<file path="config.mk">
export PLATFORM = sky130hd
export DESIGN_NAME = rc_cell
export DESIGN_NICKNAME = d
export VERILOG_FILES = /design/src/rtl/rc_pkg.sv /design/src/rtl/rc_alu.sv /design/src/rtl/rc_rf.sv /design/src/rtl/rc_cfg_store.sv /design/src/rtl/rc_cell.sv
export SDC_FILE = /design/constraint.sdc
export NUM_CORES = 1
export LEC_CHECK = 0
export ABC_AREA = 1
export BUFFER_PORTS_ARGS = -buffer_cell sky130_fd_sc_hd__buf_4
export CAP_MARGIN = 20
export CORE_MARGIN = 3
export CORE_UTILIZATION = 35
export CTS_BUF_LIST = sky130_fd_sc_hd__clkbuf_8
export DETAILED_ROUTE_END_ITERATION = 10
export GPL_TIMING_DRIVEN = 0
export HOLD_SLACK_MARGIN = 0.1
export SLEW_MARGIN = 20
export SYNTH_ARGS = -nofsm -noshare
export SYNTH_HDL_FRONTEND = slang
export SYNTH_SLANG_ARGS = --single-unit
</file>
<file path="constraint.sdc">
create_clock -name clk -period 11.1 [get_ports clk]
set_input_delay 0 -clock clk [delete_from_list [all_inputs] [get_ports clk]]
set_output_delay 0 -clock clk [all_outputs]
set_load 0.02 [all_outputs]
</file>
<file path="src/rtl/rc_pkg.sv">
package rc_pkg;
  localparam int DW   = 16;
  localparam int NCTX = 4;
  localparam int NREG = 4;
  localparam int OPW  = 4;
  localparam int NQ   = 4;
  localparam int CIW  = $clog2(NCTX);
  localparam int AW   = $clog2(NREG);
  localparam int SHW  = $clog2(DW);

  localparam logic [OPW-1:0] OP_ADD = 4'd0;
  localparam logic [OPW-1:0] OP_SUB = 4'd1;
  localparam logic [OPW-1:0] OP_AND = 4'd2;
  localparam logic [OPW-1:0] OP_OR  = 4'd3;
  localparam logic [OPW-1:0] OP_XOR = 4'd4;
  localparam logic [OPW-1:0] OP_SHL = 4'd5;
  localparam logic [OPW-1:0] OP_SHR = 4'd6;
  localparam logic [OPW-1:0] OP_CEQ = 4'd8;
  localparam logic [OPW-1:0] OP_CLT = 4'd9;

  localparam logic [1:0] SRC_NA  = 2'd0;
  localparam logic [1:0] SRC_NB  = 2'd1;
  localparam logic [1:0] SRC_RF  = 2'd2;
  localparam logic [1:0] SRC_IMM = 2'd3;

  typedef struct packed {
    logic [DW-1:0]  imm;
    logic           pen;
    logic           we;
    logic [AW-1:0]  wa;
    logic [AW-1:0]  rb;
    logic [AW-1:0]  ra;
    logic [1:0]     bsel;
    logic [1:0]     asel;
    logic [OPW-1:0] op;
  } cfg_t;

  localparam int CW  = $bits(cfg_t);
  localparam int QW  = CW / NQ;
  localparam int BTW = $clog2(NQ);

  // Returns {flag, result}
  function automatic logic [DW:0] alu_fn(input logic [OPW-1:0] op,
                                         input logic [DW-1:0] a,
                                         input logic [DW-1:0] b);
    logic [DW-1:0] y;
    logic f;
    f = 1'b0;
    case (op)
      OP_ADD: y = a + b;
      OP_SUB: y = a - b;
      OP_AND: y = a & b;
      OP_OR:  y = a | b;
      OP_XOR: y = a ^ b;
      OP_SHL: y = a << b[SHW-1:0];
      OP_SHR: y = a >> b[SHW-1:0];
      OP_CEQ: begin f = (a == b); y = {{(DW-1){1'b0}}, f}; end
      OP_CLT: begin f = (a < b);  y = {{(DW-1){1'b0}}, f}; end
      default: y = a;
    endcase
    return {f, y};
  endfunction
endpackage

</file>
<file path="src/rtl/rc_alu.sv">
module rc_alu
  import rc_pkg::*;
(
  input  logic [OPW-1:0] op,
  input  logic [DW-1:0]  a,
  input  logic [DW-1:0]  b,
  output logic [DW-1:0]  y,
  output logic           flag
);
  logic [DW:0] packed_out;
  assign packed_out = alu_fn(op, a, b);
  assign y    = packed_out[DW-1:0];
  assign flag = packed_out[DW];
endmodule

</file>
<file path="src/rtl/rc_rf.sv">
module rc_rf
  import rc_pkg::*;
(
  input  logic          clk,
  input  logic          rst_n,
  input  logic          we,
  input  logic [AW-1:0] wa,
  input  logic [DW-1:0] wd,
  input  logic [AW-1:0] ra,
  input  logic [AW-1:0] rb,
  output logic [DW-1:0] rd_a,
  output logic [DW-1:0] rd_b
);
  logic [DW-1:0] regs [NREG];
  logic [NREG-1:0] hit;

  for (genvar g = 0; g < NREG; g++) begin : g_ent
    assign hit[g] = we && (wa == AW'(g));
    always_ff @(posedge clk) begin
      if (!rst_n)      regs[g] <= '0;
      else if (hit[g]) regs[g] <= wd;
    end
  end

  assign rd_a = regs[ra];
  assign rd_b = regs[rb];

  AST_RF_WRITE_LANDS: assert property (@(posedge clk) disable iff (!rst_n)
    we |=> regs[$past(wa)] == $past(wd));
endmodule

</file>
<file path="src/rtl/rc_cfg_store.sv">
module rc_cfg_store
  import rc_pkg::*;
(
  input  logic           clk,
  input  logic           rst_n,
  input  logic           ld_start,
  input  logic [CIW-1:0] ld_idx,
  input  logic [QW-1:0]  ld_byte,
  output logic           busy,
  output logic [CIW-1:0] busy_idx,
  input  logic [CIW-1:0] rd_idx,
  output cfg_t           rd_cfg
);
  localparam logic [BTW-1:0] LAST = BTW'(NQ - 1);

  cfg_t mem [NCTX];
  logic [BTW-1:0] beat_q;
  logic [CIW-1:0] idx_q;
  logic [CW-QW-1:0] shadow_q;
  logic busy_q;
  logic commit;

  assign commit   = busy_q && (beat_q == LAST);
  assign busy     = busy_q;
  assign busy_idx = idx_q;
  assign rd_cfg   = mem[rd_idx];

  always_ff @(posedge clk) begin
    if (!rst_n) begin
      busy_q   <= 1'b0;
      beat_q   <= '0;
      idx_q    <= '0;
      shadow_q <= '0;
    end else if (!busy_q) begin
      if (ld_start) begin
        busy_q           <= 1'b1;
        beat_q           <= BTW'(1);
        idx_q            <= ld_idx;
        shadow_q[QW-1:0] <= ld_byte;
      end
    end else if (commit) begin
      busy_q <= 1'b0;
    end else begin
      shadow_q[beat_q*QW +: QW] <= ld_byte;
      beat_q <= beat_q + 1'b1;
    end
  end

  for (genvar g = 0; g < NCTX; g++) begin : g_ctx
    always_ff @(posedge clk) begin
      if (!rst_n)                             mem[g] <= '0;
      else if (commit && idx_q == CIW'(g))    mem[g] <= cfg_t'({ld_byte, shadow_q});
    end
  end

  AST_BUSY_FROM_START: assert property (@(posedge clk) disable iff (!rst_n)
    $rose(busy_q) |-> $past(ld_start));
  AST_START_IGNORED: assert property (@(posedge clk) disable iff (!rst_n)
    (busy_q && ld_start) |=> $stable(idx_q));
endmodule

</file>
<file path="src/rtl/rc_cell.sv">
module rc_cell
  import rc_pkg::*;
(
  input  logic           clk,
  input  logic           rst_n,
  input  logic [1:0]     ctx_sel,
  input  logic           proc_mode,
  input  logic [3:0]     proc_op,
  input  logic [15:0]    proc_a,
  input  logic [15:0]    proc_b,
  input  logic           proc_we,
  input  logic [1:0]     proc_wa,
  input  logic [15:0]    nbr_a,
  input  logic [15:0]    nbr_b,
  input  logic           pred_in,
  input  logic           ld_start,
  input  logic [1:0]     ld_idx,
  input  logic [7:0]     ld_byte,
  output logic           ld_busy,
  output logic [15:0]    res_q,
  output logic           pred_q
);
  logic [CIW-1:0] ctx_q;
  logic [CIW-1:0] busy_idx;
  cfg_t           cfg;
  logic           sel_block;
  logic           exec_en;
  logic [DW-1:0]  rf_a, rf_b, opa, opb, alu_y;
  logic           alu_f;
  logic [OPW-1:0] op_eff;
  logic           rf_we;
  logic [AW-1:0]  rf_wa;

  function automatic logic [DW-1:0] pick(input logic [1:0] s,
                                         input logic [DW-1:0] na,
                                         input logic [DW-1:0] nb,
                                         input logic [DW-1:0] rf,
                                         input logic [DW-1:0] imm);
    case (s)
      SRC_NA:  return na;
      SRC_NB:  return nb;
      SRC_RF:  return rf;
      default: return imm;
    endcase
  endfunction

  rc_cfg_store u_store (
    .clk(clk), .rst_n(rst_n), .ld_start(ld_start), .ld_idx(ld_idx),
    .ld_byte(ld_byte), .busy(ld_busy), .busy_idx(busy_idx),
    .rd_idx(ctx_q), .rd_cfg(cfg)
  );

  assign sel_block = ld_busy && (ctx_sel == busy_idx);

  always_ff @(posedge clk) begin
    if (!rst_n)                        ctx_q <= '0;
    else if (!proc_mode && !sel_block) ctx_q <= ctx_sel;
  end

  assign opa     = proc_mode ? proc_a  : pick(cfg.asel, nbr_a, nbr_b, rf_a, cfg.imm);
  assign opb     = proc_mode ? proc_b  : pick(cfg.bsel, nbr_a, nbr_b, rf_b, cfg.imm);
  assign op_eff  = proc_mode ? proc_op : cfg.op;
  assign exec_en = proc_mode || !cfg.pen || pred_in;
  assign rf_we   = proc_mode ? proc_we : (cfg.we && exec_en);
  assign rf_wa   = proc_mode ? proc_wa : cfg.wa;

  rc_alu u_alu (.op(op_eff), .a(opa), .b(opb), .y(alu_y), .flag(alu_f));

  rc_rf u_rf (
    .clk(clk), .rst_n(rst_n), .we(rf_we), .wa(rf_wa), .wd(alu_y),
    .ra(cfg.ra), .rb(cfg.rb), .rd_a(rf_a), .rd_b(rf_b)
  );

  always_ff @(posedge clk) begin
    if (!rst_n) begin
      res_q  <= '0;
      pred_q <= 1'b0;
    end else if (exec_en) begin
      res_q  <= alu_y;
      pred_q <= alu_f;
    end
  end

  AST_CTX_FREEZE: assert property (@(posedge clk) disable iff (!rst_n)
    proc_mode |=> ctx_q == $past(ctx_q));
  AST_CTX_LOCKED: assert property (@(posedge clk) disable iff (!rst_n)
    (!proc_mode && sel_block) |=> ctx_q == $past(ctx_q));
  AST_CTX_FOLLOWS: assert property (@(posedge clk) disable iff (!rst_n)
    (!proc_mode && !ld_busy) |=> ctx_q == $past(ctx_sel));
  AST_PRED_HOLD: assert property (@(posedge clk) disable iff (!rst_n)
    (!proc_mode && cfg.pen && !pred_in) |=> ($stable(res_q) && $stable(pred_q)));
endmodule

</file>
Yosys cells after proc, flatten, opt, wreduce, memory -nomap -nowiden --
Memory sizes are Yosys's and may differ from the RTL's. A register that Yosys moved wholly into a read port is not among the register bits. Index checks and enable logic that the tools add are counted.
Storage, ports and cells: bits in registers 48, bits in writable memories 192, bits of input ports 88, output and inout bits 18, logic and storage cells 134, memories 2
Operators by class: $add $sub $neg 4, $lt $le $gt $ge 1, eq/ne operators 22, shift operators 4, multiplexer cells 54, bitwise operators 13, reduce and logical (&&, ||, !) cells 26
Memory list:
- u_store.mem | depth 4, bits a word 32, rd ports 1, clocked after Yosys merged registers in 1, wr ports 4, RTL line rc_cfg_store.sv:16 | cfg_t mem [NCTX];
- u_rf.regs | depth 4, bits a word 16, rd ports 2, clocked after Yosys merged registers in 0, wr ports 4, RTL line rc_rf.sv:14 | logic [DW-1:0] regs [NREG];
Operator list (number):
- $pmux 16 s9 | 1
- $mux 32 | 4
- $mux 16 | 6
- $pmux 16 s3 | 2
- $neg 5->34 | 1
- $shift 8x34->24 const A | 1
- $shiftx 8x34->24 | 1
- $mux 1 | 29
- $bwmux 24 | 1
- $mux 8 | 3
- $add 16x16->16 | 1
- $and 16x16->16 | 1
- $eq 16x16->1 | 1
- $lt 16x16->1 | 1
- $or 16x16->16 | 1
- $shl 16x4->16 | 1
- $shr 16x4->16 | 1
- $sub 16x16->16 | 1
- $xor 16x16->16 | 1
- $eq 2x2->1 const B | 7
- $eq 4x3->1 const B | 3
- $logic_and 1x1->1 | 12
- $mux 2 | 6
- $eq 2x1->1 const B | 4
- other kinds (16) | 34

Logic depth before layout (Yosys ltp) --
depth in word-level cells 10, mapped depth 32, gate-level depth less buffers 30

Modules after synthesis --
From an unflattened synthesis, not the netlist that was laid out.
Second synthesis, totals: cell total of the unflattened synthesis 2397, area total of the unflattened synthesis 16843.7 um^2
Modules (own cells, without submodules):
- rc_cfg_store | times used 1, cells an instance 674, area each 6845.3 um^2, sequential area each 4424.2 um^2
- rc_alu | times used 1, cells an instance 871, area each 4344.2 um^2, sequential area each 0.0 um^2
- rc_rf | times used 1, cells an instance 477, area each 3668.5 um^2, sequential area each 1921.8 um^2
- rc_cell | times used 1, cells an instance 375, area each 1985.7 um^2, sequential area each 380.4 um^2

Worst setup path after synthesis --
No wires, ideal clock.
path kind flip-flop to flip-flop, start register with a tool-made name, end memory u_rf.regs[0][15], data pin, library setup time 266 ps, data arrival time 3779 ps, required time 10834 ps, setup slack 7055 ps, cell stages (with the launch flop) 30, buffers on the path 4, period minus slack after synthesis 4045 ps, cell sequence dfxtp_1 > inv_2 > buf_6 > nand2_1 > nand3_2 > nand2_2 > inv_1 > clkbuf_1 > clkbuf_1 > nand2_1 > nand3_1 > nand3_1 > o2111ai_1 > a22oi_1 > inv_1 > ha_1 > clkbuf_1 > inv_1 > nand2_1 > nor2_1 > nand3_1 > nand3_1 > nand3_1 > o211ai_1 > a41oi_1 > or2_2 > nand3_1 > nand3_1 > nand2_2 > nor2_1
RTL lines (RTL line):
- to (decl) | rc_rf.sv:14

==> flow_summary.toml <==
[run_status]
status = "finished, final reports clean"

[detailed_routing]
drc_errors = 0
firstDrtPassIters = 8
wl_um = 64900
ant_nets = 0
wl_per_cell_um = 21.7
via_count = 16500
detailedRoute.firstIterationViolations = 2018
vias_per_cell = 5.52

[logic_synthesis]
syn_inst = 2178
ys_async_sr_fraction = 0
synth_flop_cell = "edfxtp_1"
yosys-top-cells-count = "nand2_1, nor2_1, nand3_1, edfxtp_1, inv_1"
yosys_warnings = 0
netlist-cell-type-count = 59
synthMostInstantiatedCell = "nand2_1"
syn_area_mm2 = 0.0162
synth_area_per_cell_um2 = 7.44
ys_seq_elements = 242
syn-num-nets = 2322
netlist_top_cells_area = "edfxtp_1, nand2_1, nand3_1"
synth.top_cell.area_share = 0.356
synth-seq-area-share = 0.418
synth_top_area_cell = "edfxtp_1"
synth_edf_count = 192

[power]
internal-power_mw = 1.79
p_sw_frac = 0.391
combPwrFrac = 0.354
p_switching_mw = 1.15
p_seq_frac = 0.362
irDropWorstVdd_uv = 85.4
p_total_mw = 2.94
power.leakage_nw = 8.28
pwr-share-clk = 0.283
power_density_mw_per_mm2 = 154

[sta]
slew_headroom = 0.394
worst_pin_slew_ns = 0.909
slew_violations = 0
hold_slack_ns = 0.142
clock_skew_ns = 0.0222
layout_min_cycle_time_ns = 6.15
clock.fmax_mhz = 163
setup_viol = 0
fin_ws_ns = 4.95
min_period_over_period = 0.554
rsz0062_at_grt = "false"
totalNegativeSetupSlack_ns = 0
finalHoldViolCount = 0

[hold_path]
worstHoldEndpoint = "res_q[6]"
min_from = "proc_a[6]"
hp-class = "input port to flop"
hold-path-cell-count = 7

[floorplanning]
io_pins = 106
initial_utilization = 0.355
core_mm2 = 0.0456
num_rows = 78
dieWidth_um = 221
die-height_um = 221
die_area_mm2 = 0.0489

[critical_path]
cp-end-kind = "flop"
required_ns = 11.38
critPathMostFrequentCell = "inv_1"
cp_slowest_stage_delay_ns = 0.47
crit_path_max_fanout = 10
worst-r2r-cell-count = 28
cp-start-kind = "flop"
slowest_stage = "dfxtp_1"
rrSetupSlack_ns = 4.95
critical_path_arrival_ns = 6.42
r2r-end = "u_rf.regs[0][10]"
crit_family = "compound AO/OA/AOI/OAI gates"
setup.worst_path.class = "flop to flop"
crit_buf_inv = 8

[flow_run]
timing.max_cap.violations = 0

[cts]
post_cts_buffers = 0
cts_max_level = 2
clkTransAtPathRegs_ns = 0.06
cts_root_buf = "clkbuf_8"
insertion_delay_ns = 0.57
cts.sinks = 242
clk_path_buf_depth = 3
cts_tree = "yes"
cts_made_buffers = 43

[placement]
dpl.hpwl_um = 50100
dp_slack_ns = 5.15
port_buffers = 103
finalWeightedCongestion = 0.961

[final_layout]
n_antenna_cell = 0
num-fill-cells = 4690
area_growth_pct = 17.6
drive_gt1_frac = 0.139
nets = 2504

[global_routing]
grt_pass1_wl_um = 96100
grt_overflow = 0
antenna_found_initial = 0
grt_pass1_vias = 15300
grt_usage = 0.255
grt_max_degree = 13
==> cells in the final DEF (no fill, tap or decap), drive strengths merged, types with 6 or more instances in the layout <==
cell type and n:
nand2 530, nor2 336, nand3 253, inv 239, edfxtp 192, buf 172, o21ai 168, a21oi 107
clkbuf 100, ha 54, dfxtp 50, o22ai 21, dlygate4sd3 19, nand4 17, o22a 13, a221oi 11
o211ai 10, nor3 10, clkinv 10, a21boi 9, and2 8, a22oi 8, or2 8, o21bai 6
==> final cells by class <==
class                      instances  area [um2]  area share
buffer                           105         559      0.0294
tap                              600         751      0.0394
multi-input combinational       1610        8100       0.426
sequential                       242        6770       0.355
clock inverter                    30         189     0.00992
inverter                         221         835      0.0438
timing repair buffer             137        1160      0.0610
clock buffer                      49         674      0.0354
==> worst max path at each step <==
stage                     start                to  slack (ns)  depth (start not counted)
after detailed placement   flop  u_rf.regs[0][10]        5.15                         28
final                      flop  u_rf.regs[0][10]        4.95                         28
after floorplan            flop  u_rf.regs[0][15]        7.05                         29
after CTS                  flop  u_rf.regs[0][10]        5.13                         28
after global placement     flop  u_rf.regs[2][10]        5.25                         28
after global routing       flop  u_rf.regs[0][10]        4.62                         30
==> cell families after synthesis <==
| family | Yosys count | synth area share |
|---|---|---|
| flops | 242 | 0.418 |
| mux | 5 | 0.00309 |
| simple gates | 1167 | 0.306 |
| xor+xnor | 3 | 0.00162 |
| buf+inv | 326 | 0.0861 |
| compound gates | 379 | 0.141 |
| fa+ha+maj | 56 | 0.0442 |
==> metrics by stage <==
stage	cell area, um2	instances	util
2_1_floorplan	16200	2178	-
3_3_place_gp	17700	2881	0.389
3_5_place_dp	18000	2896	0.395
4_1_cts	19000	2994	0.418
5_1_grt	19000	2994	0.418
6_report	19000	2994	0.418
==> state kept, by name, indices dropped and copies added, names as in the netlist, named ones only <==
register,count
ctx_q,2
pred_q,1
u_rf.regs,64
res_q,16
u_store.beat_q,2
u_store.busy_idx,2
u_store.busy,1
u_store.shadow_q,24
u_store.mem,128
==> layer usage <==
layer	up-vias	track usage	part of all wire
li1	7664	-	-
met1	7833	0.354	0.42
met2	904	0.392	0.44
met3	137	0.0516	0.10
met4	0	0.0993	0.042
met5	-	0	0
==> tightest hold or removal path, cell delays in order <==
cell	delay, ns
buf_4	0.08
nand2_1	0.05
inv_1	0.06
a21oi_2	0.10
nand2_1	0.10
nand2_2	0.14
a21oi_2	0.14
==> repair_timing <==
item | 4_1_cts | 5_1_grt
hold buffers | 19 | 0
resized for setup | 0 | 0
hold endpoints to repair | 65 | 0
==> power by group through the flow <==
stage	Sequential, mW	Combinational [mW]	Clock (mW)
finish	1.06	1.04	0.833
global route	1.07	1.13	0.887
CTS	1.06	1.02	0.842
floorplan	1.08	0.627	0
global placement	1.08	0.989	0
detailed placement	1.08	1.01	0
No activity file was read; power rests on OpenSTA's default activity.
